### src/rtl/mei_pkg.sv
// Shared types for the single-line coherence controller.
// Assumes: state codes are visible at the top port and must stay fixed.
package mei_pkg;

    // Coherence state of the tracked line; 2'b11 is never produced.
    typedef enum logic [1:0] {
        LS_INV = 2'b00,
        LS_EXC = 2'b01,
        LS_MOD = 2'b10
    } line_st_e;

    // Event selected by the arbiter for the current cycle.
    typedef enum logic [2:0] {
        EV_NONE    = 3'd0,
        EV_RD_HIT  = 3'd1,
        EV_RD_MISS = 3'd2,
        EV_WR_HIT  = 3'd3,
        EV_WR_MISS = 3'd4,
        EV_SNOOP   = 3'd5
    } line_ev_e;

    // Number of processor event strobes (read hit, read miss, write hit, write miss).
    localparam int unsigned CPU_EV_N = 4;

endpackage

### src/rtl/mei_event_arbiter.sv
// Picks at most one event per cycle for the line state logic.
// A snoop beats processor events; nothing is taken while a fill or push
// is pending; a processor vector that is not one-hot is dropped.
// Assumes: cpu_ev bit order is rd_hit, rd_miss, wr_hit, wr_miss (bit 0 up).
module mei_event_arbiter
    import mei_pkg::*;
#(
    parameter int unsigned N_CPU = CPU_EV_N
) (
    input  logic [N_CPU-1:0] cpu_ev,
    input  logic             snoop,
    input  logic             pend,
    output line_ev_e         ev_sel,
    output logic             busy
);

    localparam int unsigned CW = $clog2(N_CPU + 1);
    localparam int unsigned IW = (N_CPU > 1) ? $clog2(N_CPU) : 1;

    logic [CW-1:0] ones;
    logic [IW-1:0] idx;

    // Population count and index of the highest set processor strobe.
    always_comb begin
        ones = '0;
        idx  = '0;
        for (int i = 0; i < N_CPU; i++) begin
            if (cpu_ev[i]) begin
                ones = ones + CW'(1);
                idx  = IW'(i);
            end
        end
    end

    // Arbitration: pending transaction blocks all, snoop first, then one-hot processor event.
    always_comb begin
        ev_sel = EV_NONE;
        if (!pend) begin
            if (snoop) begin
                ev_sel = EV_SNOOP;
            end else if (ones == CW'(1)) begin
                case (idx)
                    IW'(0):  ev_sel = EV_RD_HIT;
                    IW'(1):  ev_sel = EV_RD_MISS;
                    IW'(2):  ev_sel = EV_WR_HIT;
                    IW'(3):  ev_sel = EV_WR_MISS;
                    default: ev_sel = EV_NONE;
                endcase
            end
        end
    end

    // Processor side is refused while a transaction is open or a snoop owns the tags.
    always_comb busy = pend | snoop;

endmodule

### src/rtl/mei_txn_tracker.sv
// Holds the outstanding fill and push requests and the state a fill lands in.
// Assumes: start_fill and start_push are only raised when nothing is pending,
// and a done strobe is meaningful only while its own request is open.
module mei_txn_tracker
    import mei_pkg::*;
(
    input  logic     clk,
    input  logic     rst_n,
    input  logic     start_fill,
    input  line_st_e fill_tgt,
    input  logic     start_push,
    input  logic     fill_done,
    input  logic     push_done,
    output logic     fill_req,
    output logic     push_req,
    output logic     fill_fin,
    output logic     push_fin,
    output line_st_e land_st
);

    logic     fill_q;
    logic     push_q;
    line_st_e tgt_q;

    // Completion is only recognised against an open request.
    always_comb begin
        fill_fin = fill_q & fill_done;
        push_fin = push_q & push_done;
    end

    // Fill request flag and its landing state.
    always_ff @(posedge clk) begin
        if (!rst_n) begin
            fill_q <= 1'b0;
            tgt_q  <= LS_INV;
        end else if (fill_fin) begin
            fill_q <= 1'b0;
        end else if (start_fill) begin
            fill_q <= 1'b1;
            tgt_q  <= fill_tgt;
        end
    end

    // Push request flag.
    always_ff @(posedge clk) begin
        if (!rst_n) begin
            push_q <= 1'b0;
        end else if (push_fin) begin
            push_q <= 1'b0;
        end else if (start_push) begin
            push_q <= 1'b1;
        end
    end

    // Drive outputs from the flags.
    always_comb begin
        fill_req = fill_q;
        push_req = push_q;
        land_st  = tgt_q;
    end

endmodule

### src/rtl/mei_state_reg.sv
// Line state register and the protocol transitions.
// Assumes: ev_sel is EV_NONE whenever a fill or push is open, so completions
// and new events never coincide.
module mei_state_reg
    import mei_pkg::*;
(
    input  logic     clk,
    input  logic     rst_n,
    input  line_ev_e ev_sel,
    input  logic     fill_fin,
    input  logic     push_fin,
    input  line_st_e land_st,
    output line_st_e st,
    output logic     start_fill,
    output line_st_e fill_tgt,
    output logic     start_push
);

    line_st_e st_q;
    line_st_e st_d;

    // Next state and transaction launches for the selected event.
    always_comb begin
        st_d       = st_q;
        start_fill = 1'b0;
        start_push = 1'b0;
        fill_tgt   = LS_EXC;
        if (fill_fin) begin
            st_d = land_st;
        end else if (push_fin) begin
            st_d = LS_INV;
        end else begin
            case (ev_sel)
                EV_RD_MISS: begin
                    if (st_q == LS_INV) begin
                        start_fill = 1'b1;
                        fill_tgt   = LS_EXC;
                    end
                end
                EV_WR_MISS: begin
                    if (st_q == LS_INV) begin
                        start_fill = 1'b1;
                        fill_tgt   = LS_MOD;
                    end
                end
                EV_WR_HIT: begin
                    if (st_q == LS_EXC) st_d = LS_MOD;
                end
                EV_SNOOP: begin
                    if (st_q == LS_MOD)      start_push = 1'b1;
                    else if (st_q == LS_EXC) st_d = LS_INV;
                end
                default: st_d = st_q;
            endcase
        end
    end

    // State register.
    always_ff @(posedge clk) begin
        if (!rst_n) st_q <= LS_INV;
        else        st_q <= st_d;
    end

    // Expose current state.
    always_comb st = st_q;

endmodule

### src/rtl/mei_line_ctrl.sv
// Top of the single-line Modified/Exclusive/Invalid coherence controller.
// Assumes: strobes are single-cycle and synchronous to clk; the fill and
// push agents hold their done strobe for one cycle per request.
module mei_line_ctrl
    import mei_pkg::*;
(
    input  logic       clk,
    input  logic       rst_n,
    input  logic       ev_rd_hit,
    input  logic       ev_rd_miss,
    input  logic       ev_wr_hit,
    input  logic       ev_wr_miss,
    input  logic       snp_hit,
    input  logic       fill_done,
    input  logic       push_done,
    output logic [1:0] line_state,
    output logic       fill_req,
    output logic       push_req,
    output logic       busy
);

    logic [CPU_EV_N-1:0] cpu_ev;
    line_ev_e            ev_sel;
    line_st_e            st;
    line_st_e            fill_tgt;
    line_st_e            land_st;
    logic                start_fill;
    logic                start_push;
    logic                fill_fin;
    logic                push_fin;
    logic                fill_q;
    logic                push_q;
    logic                pend;

    // Pack processor strobes in arbiter bit order and note open transactions.
    always_comb begin
        cpu_ev = {ev_wr_miss, ev_wr_hit, ev_rd_miss, ev_rd_hit};
        pend   = fill_q | push_q;
    end

    mei_event_arbiter #(.N_CPU(CPU_EV_N)) arb_i (
        .cpu_ev (cpu_ev),
        .snoop  (snp_hit),
        .pend   (pend),
        .ev_sel (ev_sel),
        .busy   (busy)
    );

    mei_state_reg st_i (
        .clk        (clk),
        .rst_n      (rst_n),
        .ev_sel     (ev_sel),
        .fill_fin   (fill_fin),
        .push_fin   (push_fin),
        .land_st    (land_st),
        .st         (st),
        .start_fill (start_fill),
        .fill_tgt   (fill_tgt),
        .start_push (start_push)
    );

    mei_txn_tracker trk_i (
        .clk        (clk),
        .rst_n      (rst_n),
        .start_fill (start_fill),
        .fill_tgt   (fill_tgt),
        .start_push (start_push),
        .fill_done  (fill_done),
        .push_done  (push_done),
        .fill_req   (fill_q),
        .push_req   (push_q),
        .fill_fin   (fill_fin),
        .push_fin   (push_fin),
        .land_st    (land_st)
    );

    // Drive top outputs.
    always_comb begin
        line_state = st;
        fill_req   = fill_q;
        push_req   = push_q;
    end

endmodule

### config.mk
export PLATFORM = sky130hd
export DESIGN_NAME = mei_line_ctrl
export DESIGN_NICKNAME = d
export VERILOG_FILES = /design/src/rtl/mei_pkg.sv /design/src/rtl/mei_event_arbiter.sv /design/src/rtl/mei_txn_tracker.sv /design/src/rtl/mei_state_reg.sv /design/src/rtl/mei_line_ctrl.sv
export SDC_FILE = /design/constraint.sdc
export NUM_CORES = 1
export LEC_CHECK = 0
export ABC_AREA = 1
export CAP_MARGIN = 30
export CORE_AREA = 4 4 41 43
export DETAILED_ROUTE_END_ITERATION = 12
export DIE_AREA = 0 0 45 47
export DONT_BUFFER_PORTS = 1
export GPL_TIMING_DRIVEN = 0
export HOLD_SLACK_MARGIN = 0.02
export PLACE_DENSITY = 0.62
export SETUP_SLACK_MARGIN = 0.4
export SLEW_MARGIN = 30
export SYNTH_ARGS = -nofsm -noshare
export SYNTH_HDL_FRONTEND = slang
export SYNTH_HIERARCHICAL = 1
export SYNTH_SLANG_ARGS = --single-unit
### constraint.sdc
create_clock -name clk -period 3.5 [get_ports clk]
set_input_delay 0.7 -clock clk [delete_from_list [all_inputs] [get_ports clk]]
set_output_delay 0.7 -clock clk [all_outputs]
set_load 0.02 [all_outputs]
After elaboration in Yosys (flattened, before gate mapping)
Cells that the tools add are included.
{ "op_classes": {"bitwise_logic": 6, "eq_ne": 13, "mux": 28, "addsub": 3, "n_reduce_logical": 8} }
{ "op_table": {"columns": ["operator", "n"], "rows": [
  ["$mux 2", 10],
  ["$mux 3", 6],
  ["$pmux 3 s4", 1],
  ["$mux 1", 10],
  ["$ne 4x3->1 const B", 2],
  ["$add 3x1->3 const B", 2],
  ["$eq 2x2->1 const B", 3],
  ["$eq 3x2->1 const B", 2],
  ["$eq 3x3->1 const B", 2],
  ["$reduce_or 2->1", 3],
  ["$eq 2x1->1 const B", 2],
  ["$logic_not 2->1", 2],
  ["$ne 4x4->1 const B", 1],
  ["$pmux 2 s2", 1],
  ["$reduce_and 4->1", 1],
  ["$reduce_bool 4->1", 1],
  ["$eq 3x1->1 const B", 1],
  ["$add 1x1->2 const B", 1],
  ["$and 1x1->1", 2],
  ["$not 1->1", 2],
  ["$or 1x1->1", 2],
  ["$reduce_and 2->1", 1]
]} }
{ "totals": {"in_bits": 9, "register_bits": 6, "out_inout_bits": 5, "wordCells": 62} }

Logic depth before layout (Yosys ltp)
Gate-level depths: netlist of run 1.
{ "depth": {"ltp_word": 17, "depth_mapped": 19, "ltp_nobuf": 19} }

Cells and area by module
The synthesis of run 1 kept the hierarchy.
{ "modules_own_cells": {"columns": ["mod", "seq_area_each_um2", "area_each_um2", "cells_per_inst", "n_inst"], "rows": [
  ["mei_event_arbiter", 0.0, 196.4, 33, 1],
  ["mei_state_reg", 40.0, 183.9, 32, 1],
  ["mei_txn_tracker", 80.1, 157.7, 22, 1],
  ["mei_line_ctrl", 0.0, 11.3, 3, 1]
]} }

Least setup slack after synthesis of run 1
OpenSTA, ideal clock, no wires.
{ "synth_path": {"path_kind": "input port to flip-flop", "startpoint": "in ev_rd_hit", "endpoint": "reg trk_i.tgt_q[0], in the netlist trk_i/land_st[0]", "t_arrival_ps": 2722, "path_buffers": 0, "setup_ps": 115, "stages": 16, "setup_slack_ps": 663, "cell_sequence": "inv_1 > ha_1 > nand2_1 > nand2_2 > ha_1 > nor2_1 > nand3_1 > nand2_2 > nand3_1 > a21oi_1 > nand2_2 > nand2_1 > nor3b_1 > nand3_1 > nand2_1 > nor2_1"} }
{ "synth_between": {"elab_chain_len": 17} }
{ "synth_lines": {"columns": ["element", "line", "rtl"], "rows": [
  ["start: declaration", "mei_line_ctrl.sv:9", "input logic ev_rd_hit,"],
  ["$mux 1 (*)", "mei_event_arbiter.sv:28", "if (cpu_ev[i]) begin"],
  ["$add 1x1->2", "mei_event_arbiter.sv:29", "ones = ones + CW'(1);"],
  ["$mux 3 (*)", "mei_event_arbiter.sv:28", null],
  ["$add 3x1->3", "mei_event_arbiter.sv:29", null],
  ["$mux 3 (*)", "mei_event_arbiter.sv:28", null],
  ["$add 3x1->3", "mei_event_arbiter.sv:29", null],
  ["$mux 3 (*)", "mei_event_arbiter.sv:28", null],
  ["$eq 3x1->1 (*)", "mei_event_arbiter.sv:41", "end else if (ones == CW'(1)) begin"],
  ["[3 not listed]", null, null],
  ["net ev_sel[2]", "mei_line_ctrl.sv:23", "line_ev_e ev_sel;"],
  ["$eq 3x2->1 / $eq 3x3->1 (equally long branches)", "mei_state_reg.sv:33", "case (ev_sel)"],
  ["$reduce_or 2->1 (no source line) (*)", null, null],
  ["$mux 1 (*)", null, null],
  ["$mux 1 (*)", "mei_state_reg.sv:30", "end else if (push_fin) begin"],
  ["$mux 1 (*)", "mei_state_reg.sv:28", "if (fill_fin) begin"],
  ["net start_fill", "mei_line_ctrl.sv:27", "logic start_fill;"],
  ["$reduce_and 2->1 (no source line) (*)", null, null],
  ["end signal: assignment", "mei_txn_tracker.sv:40", "tgt_q <= fill_tgt;"],
  ["end: declaration", "mei_txn_tracker.sv:23", "line_st_e tgt_q;"]
]} }
Mark *: on every way through the listed nets, which the timed path passes. The rest lies on a longest branch.
A chain may end at the register's enable or synchronous reset.

Worst setup path after layout of run 1
{ "layout_path": {"startpoint": "in ev_rd_hit", "endpoint": "reg trk_i.tgt_q[1], in the netlist trk_i/land_st[1]"} }
The elaborated chain is that of the path after synthesis.

==> results.md, run 1 <==
- Status: finished clean
- Remaining antenna violation count: 0
- Initial antenna violation count: 0
- Die ar.: 0.00212 mm²
- Post-layout instance area: 596 µm²
- Worst hold path class: reg2reg
- Rows: 13
- Die Height: 47 µm
- Port bufs: 0
- Worst Skew: 0.00524 ns
- Max VDD drop: about 0.00023 V
- Cell area after synthesis: 549 µm²
- CTS tree: yes
- Post-CTS Setup Bufs: 0
- Drt initial violations: 12
- Worst-path clk slew: 0.05 ns
- Clock insertion delay at the later pin of the skew report: 0.25 ns
- Seq/Total Area, Yosys: 21.9%
- I/O pins: 14
- Max Root-Sink Buffers: 2
- Synth-to-Final Area Change: 8.43%
- First-pass GRT wire length: ~1700 µm
- RSZ-0062 raised after global routing: no
- Clock Sinks: 6
- Max_cap viols: 0
- Gpl congestion: 0.752
- Detailed Routing Iterations Pass 1: 4
- Layout cells sized above 1: approximately 15%
- Synth Instances: 90
- Startpoint type of the worst setup path: primary input
- Setup CP Type: in2reg
- Detailed Place HPWL: between 800 and 900 µm
- Grt total ovfl: 0
- Hold bufs inserted after CTS: 0
- Critical path peak fanout: 5
- Synth area leader: dfxtp_1
- Wirelength per Cell: around 9.4 µm
- Gate power share: a little over a third
- Reg power frac: 37.6%
- Syn nets: between 100 and 150
- Crit end category: register
- Yosys warns: 6
- Static Leak: 0.315 nW
- Gr usage total: 11.1%
- Post-synth top flop: dfxtp_1
- DP Area: 568 µm²
- Number of synthesized flops with an enable pin: 0
- Dpl cells: 105
- Worst slew margin: between 70% and 80%
- Die W: 45 µm
- Post-synth top cells: 20 x nand2_1, 19 x inv_1, 10 x nand3_1, 9 x nor2_1
- Initial Util: 42.2%
- Mean post-synth cell area: between 6 and 7 µm²
- DRC Markers: 0
- CTS H-tree depth: 1
- Fin. Hold Viols: 0
- Count leader, synth: nand2_1
- Net count, final: approximately 110
- Worst-margin pin slew: 0.425 ns
- Cell Int Power: 149 µW
- PostCTS Resize Cnt: 0
- CP required: 3.64 ns
- Net Sw Frac: 38.4%
- DRT Wirelength: 1020 µm
- PwrDens: 407 mW/mm²
- Ant. Diodes: 0
- Endpoints failing setup: 0
- Area contributors post-synth: dfxtp_1 22%, nand2_1 14%, inv_1 13%
- Core Region: 0.00130 mm²
- Arrival time at the worst endpoint: 2.81 ns
- Seq cells post-synth: 6
- DR vias/cell: around 4.7
- Fin cells: approximately 110
- Root Buffer: clkbuf_4
- Vias: 510
- Fin. max-slew vios: 0
- Largest net degree at the start of global routing: 7
- Post-synth ARST share: 0%
- CTS buffer count: 3
- Max Clk Rate: 375 MHz
- Final period utilization: 76.2%
- Synth unique cells: 19
- Reg2reg setup slack: 1.62 ns
- NetSw: 93.1 µW
- Post-route setup TNS: 0 ns
- Clock network fraction of total power: 27.0%
- Min cycle time layout: 2.67 ns
- Number of global-route vias before repair: 468
- Post-synth top area share: 21.9%
[path summary, 6_finish.rpt]
check | cells past startpoint | startpoint | end
setup / recovery | 16 | ev_rd_hit | trk_i/land_st[1]
hold / removal | 2 | trk_i/land_st[0] | st_i/st[0]
setup reg to reg | 11 | trk_i/fill_req | trk_i/land_st[1]
hold reg to reg | 2 | trk_i/land_st[0] | st_i/st[0]
[worst max-delay path, cell delays in order]
cell and delay (ns):
inv_1 0.02, ha_1 0.31, nand2_1 0.11, nand2_2 0.07, ha_1 0.28, nor2_1 0.10, nand3_1 0.09, nand2_2 0.09
nand3_1 0.07, a21oi_1 0.24, nand2_2 0.10, nand2_1 0.08, nor3b_2 0.31, nand3_1 0.12, nand2_1 0.07, nor2_1 0.04
[registers in the layout, summed over array words and instances, names as in the netlist]
| name | cells |
|---|---|
| st_i/st | 2 |
| trk_i/fill_req | 1 |
| trk_i/land_st | 2 |
| trk_i/push_req | 1 |
[cell families (layout without fill, tap and decap cells)]
group	Yosys count	count (layout)	share of synthesized area [%]
adders and majority gates	4	4	9.11
and+or+nand+nor	49	49	42.6
DFF	6	6	21.9
AOI/OAI and AO/OA	10	10	9.79
xor gates and xnor gates	1	1	2.96
buffers and inverters	20	23	13.7
[layout by cell type (no fill, tap or decap), types with 2 or more instances in the layout]
cell type   n
nor2_1      9
clkbuf_4    3
nand2_1    20
o21ai_0     2
a21oi_1     6
nand3_1    10
nand2_2     4
ha_1        4
inv_1      19
dfxtp_1     6
[per-layer routing]
| metal | global-route usage [%] | vias up | share of wire [%] |
|---|---|---|---|
| li1 | - | 285 | - |
| met1 | 12.8 | 212 | 49 |
| met2 | 17.2 | 13 | 45 |
| met3 | 5.36 | 0 | 6.5 |
| met4 | 5.26 | 0 | 0 |
| met5 | 0 | - | 0 |
[stage by stage]
| stage | power (mW) | setup WS [ns] | util [%] | hold slack, ns |
|---|---|---|---|---|
| 6_report | 0.242 | 0.831 | 45.8 | 0.464 |
| 3_5_place_dp | 0.177 | 0.380 | 43.7 | 0.468 |
| 3_3_place_gp | 0.175 | 0.423 | 43.7 | 0.468 |
| 5_1_grt | 0.262 | 0.592 | 45.8 | 0.490 |
| 2_1_floorplan | 0.164 | 0.663 | - | 0.452 |
| 4_1_cts | 0.244 | 0.605 | 45.4 | 0.464 |
[power by group through the flow]
stage | clock (mW) | combinational (mW) | sequential (mW)
2_1_floorplan | 0 | 0.0732 | 0.0905
3_3_place_gp | 0 | 0.0826 | 0.0928
3_5_place_dp | 0 | 0.0838 | 0.0929
4_1_cts | 0.0682 | 0.0846 | 0.0914
5_1_grt | 0.0706 | 0.0991 | 0.0924
6_report | 0.0655 | 0.0858 | 0.0911
[layout make-up]
type | count | area, µm²
Tap cell | 15 | 18.8
Clock buffer | 3 | 22.5
Fill cell | 147 | 706
Multi-Input combinational cell | 64 | 359
Inverter | 20 | 75.1
Sequential cell | 6 | 120
Power figures use the tool's default switching activity.
==> inputs of run 2 (changes only) <==
- PLACE_DENSITY: 0.62 -> 0.64
- clock period: 3.5 -> 2.3 ns (I/O delays scaled with it)
==> results.md, run 2 (synthesized netlist as in run 1, its figures left out) <==
- RR Endpoint: trk_i/land_st[0]
- Gr usage total: between 10% and 20%
- Die Height: 47 µm
- DRT Wirelength: 1200 µm
- Root Buffer: clkbuf_4
- Most common cell after layout, fill and taps aside: nand2_1
- CP max stage cell: ha_4
- Setup CP Type: in2reg
- Max_cap viols: 0
- Hold EP: st_i/st[1]
- Detailed Routing Iterations Pass 1: 2
- DP Area: 643 µm²
- PwrDens: 572 mW/mm²
- CP required: 2.44 ns
- CTS buffer count: 3
- Most frequent cells in the layout: 16 x nand2_1, 15 x inv_1, 7 x nand2_2, 7 x nand3_1
- Crit end category: register
- DR vias/cell: 4.78
- Ant. Diodes: 0
- Startpoint type of the worst setup path: primary input
- Post-layout instance area: 748 µm²
- Hold bufs inserted after CTS: 0
- Port bufs: 0
- Final period utilization: between 90 and 100%
- Initial Util: 42.2%
- Largest net degree at the start of global routing: 7
- Post-route setup TNS: 0 ns
- Endpoints failing setup: 0
- Number of global-route vias before repair: 451
- Worst-path clk slew: about 0.050 ns
- Die ar.: between 0.002 and 0.0025 mm²
- Max VDD drop: between 0.0003 and 0.0004 V
- Synth-to-Final Area Change: 36.2%
- CP startpoint: ev_rd_hit
- CP most frequent cell: nand2_2
- Net count, final: 113
- Remaining antenna violation count: 0
- Static Leak: 0.355 nW
- Fillers: ~130
- Fin. max-slew vios: 0
- Arrival time at the worst endpoint: roughly 2.3 ns
- Fin. Hold Viols: 0
- HP Start: rst_n
- Clock insertion delay at the later pin of the skew report: 0.24 ns
- Grt total ovfl: 0
- Hold Path Depth: 2
- Detailed Place HPWL: 923 µm
- CTS H-tree depth: 1
- Reg2reg setup slack: 0.36 ns
- DRC Markers: 0
- Core Region: 0.00130 mm²
- First-pass GRT wire length: 1810 µm
- Layout cells sized above 1: 39.8%
- Vias: between 500 and 600
- Max Clk Rate: 469 MHz
- RSZ-0062 raised after global routing: yes
- Rows: 13
- Reg2reg start: trk_i/fill_req
- Worst Skew: around 0.0029 ns
- Max Root-Sink Buffers: 2
- CTS tree: yes
- Status: finished clean
- Initial antenna violation count: 0
- Wirelength per Cell: around 11 µm
- Drt initial violations: 5
- Crit path cell chain: inv_8 -> ha_4 -> inv_2 -> nand2_2 -> nand2_2 -> ha_4 -> nor2_4 -> nand3_2 -> nand2_2 -> nand3_2 -> a21oi_4 -> nand2_2 -> nand2_2 -> nor3b_4 -> nand3_1 -> nand2_1 -> nor2_1
- Die W: 45 µm
- Reg2reg path depth: 11
- Worst-margin pin slew: between 0.3 and 0.4 ns
- Gpl congestion: 0.710
- CP peak stage delay: 0.27 ns
- Critical path peak fanout: 5
- Worst slew margin: 76.4%
- Clock Sinks: 6
- Worst hold path class: in2reg
- Min cycle time layout: 2.13 ns
- I/O pins: 14
-- run 2: worst max-delay path, delay by kind of cell --
kind | cells | cell delay, ns
simple gates | 12 | 1.09
buf+inv | 2 | 0.04
compound gates | 1 | 0.16
fa+ha+maj | 2 | 0.49
-- run 2: per-stage QoR --
step / hold slack (ns) / cells / total power, mW / utilization (%) / setup WS [ns]
after floorplan: 0.437 / 90 / 0.275 / - / 0.0492
after global placement: 0.460 / 105 / 0.295 / 49.4 / -0.0925
after detailed placement: 0.460 / 105 / 0.299 / 49.4 / -0.157
after CTS: 0.325 / 113 / 0.422 / 56.2 / 0.162
after global routing: 0.317 / 113 / 0.463 / 57.5 / 0.0350
final: 0.331 / 113 / 0.428 / 57.5 / 0.169
-- run 2: worst max path at each step --
stage          slack (ns)               end  cells past startpoint
2_1_floorplan        0.05  trk_i/land_st[0]                     17
5_1_grt              0.03  trk_i/land_st[0]                     17
4_1_cts              0.16  trk_i/land_st[0]                     17
3_5_place_dp        -0.16  trk_i/land_st[0]                     17
6_report             0.17  trk_i/land_st[0]                     17
3_3_place_gp        -0.09  trk_i/land_st[0]                     15
-- run 2: routing by layer --
layer	wire, µm	vias up	track usage, %	part of all wire [%]
li1	-	294	-	-
met1	571	234	15.1	48
met2	541	12	18.1	45
met3	85	0	6.13	7.1
met4	0	0	3.51	0
met5	0	-	0	0
-- run 2: layout make-up --
type	instances	area [µm²]	share of cell area, %
sequential	6	120	16.1
tap	15	18.8	2.51
inverter	20	87.6	11.7
clock buffer	3	22.5	3.01
timing repair buffer	5	37.5	5.02
multi-input combinational	64	462	61.7
-- run 2: timing repair --
item,in CTS,in global routing
setup endpoints to repair,6,6
pin swaps,10,2
gates resized for setup,7,5
setup buffers,5,0
-- run 2: where the power goes --
part           switching [mW]  leakage, nW  total, mW  internal [mW]
Clock                  0.0394       0.0138     0.0985         0.0591
Sequential             0.0206       0.0490      0.139          0.119
Combinational           0.110        0.292      0.190         0.0802
Total                   0.170        0.355      0.428          0.258
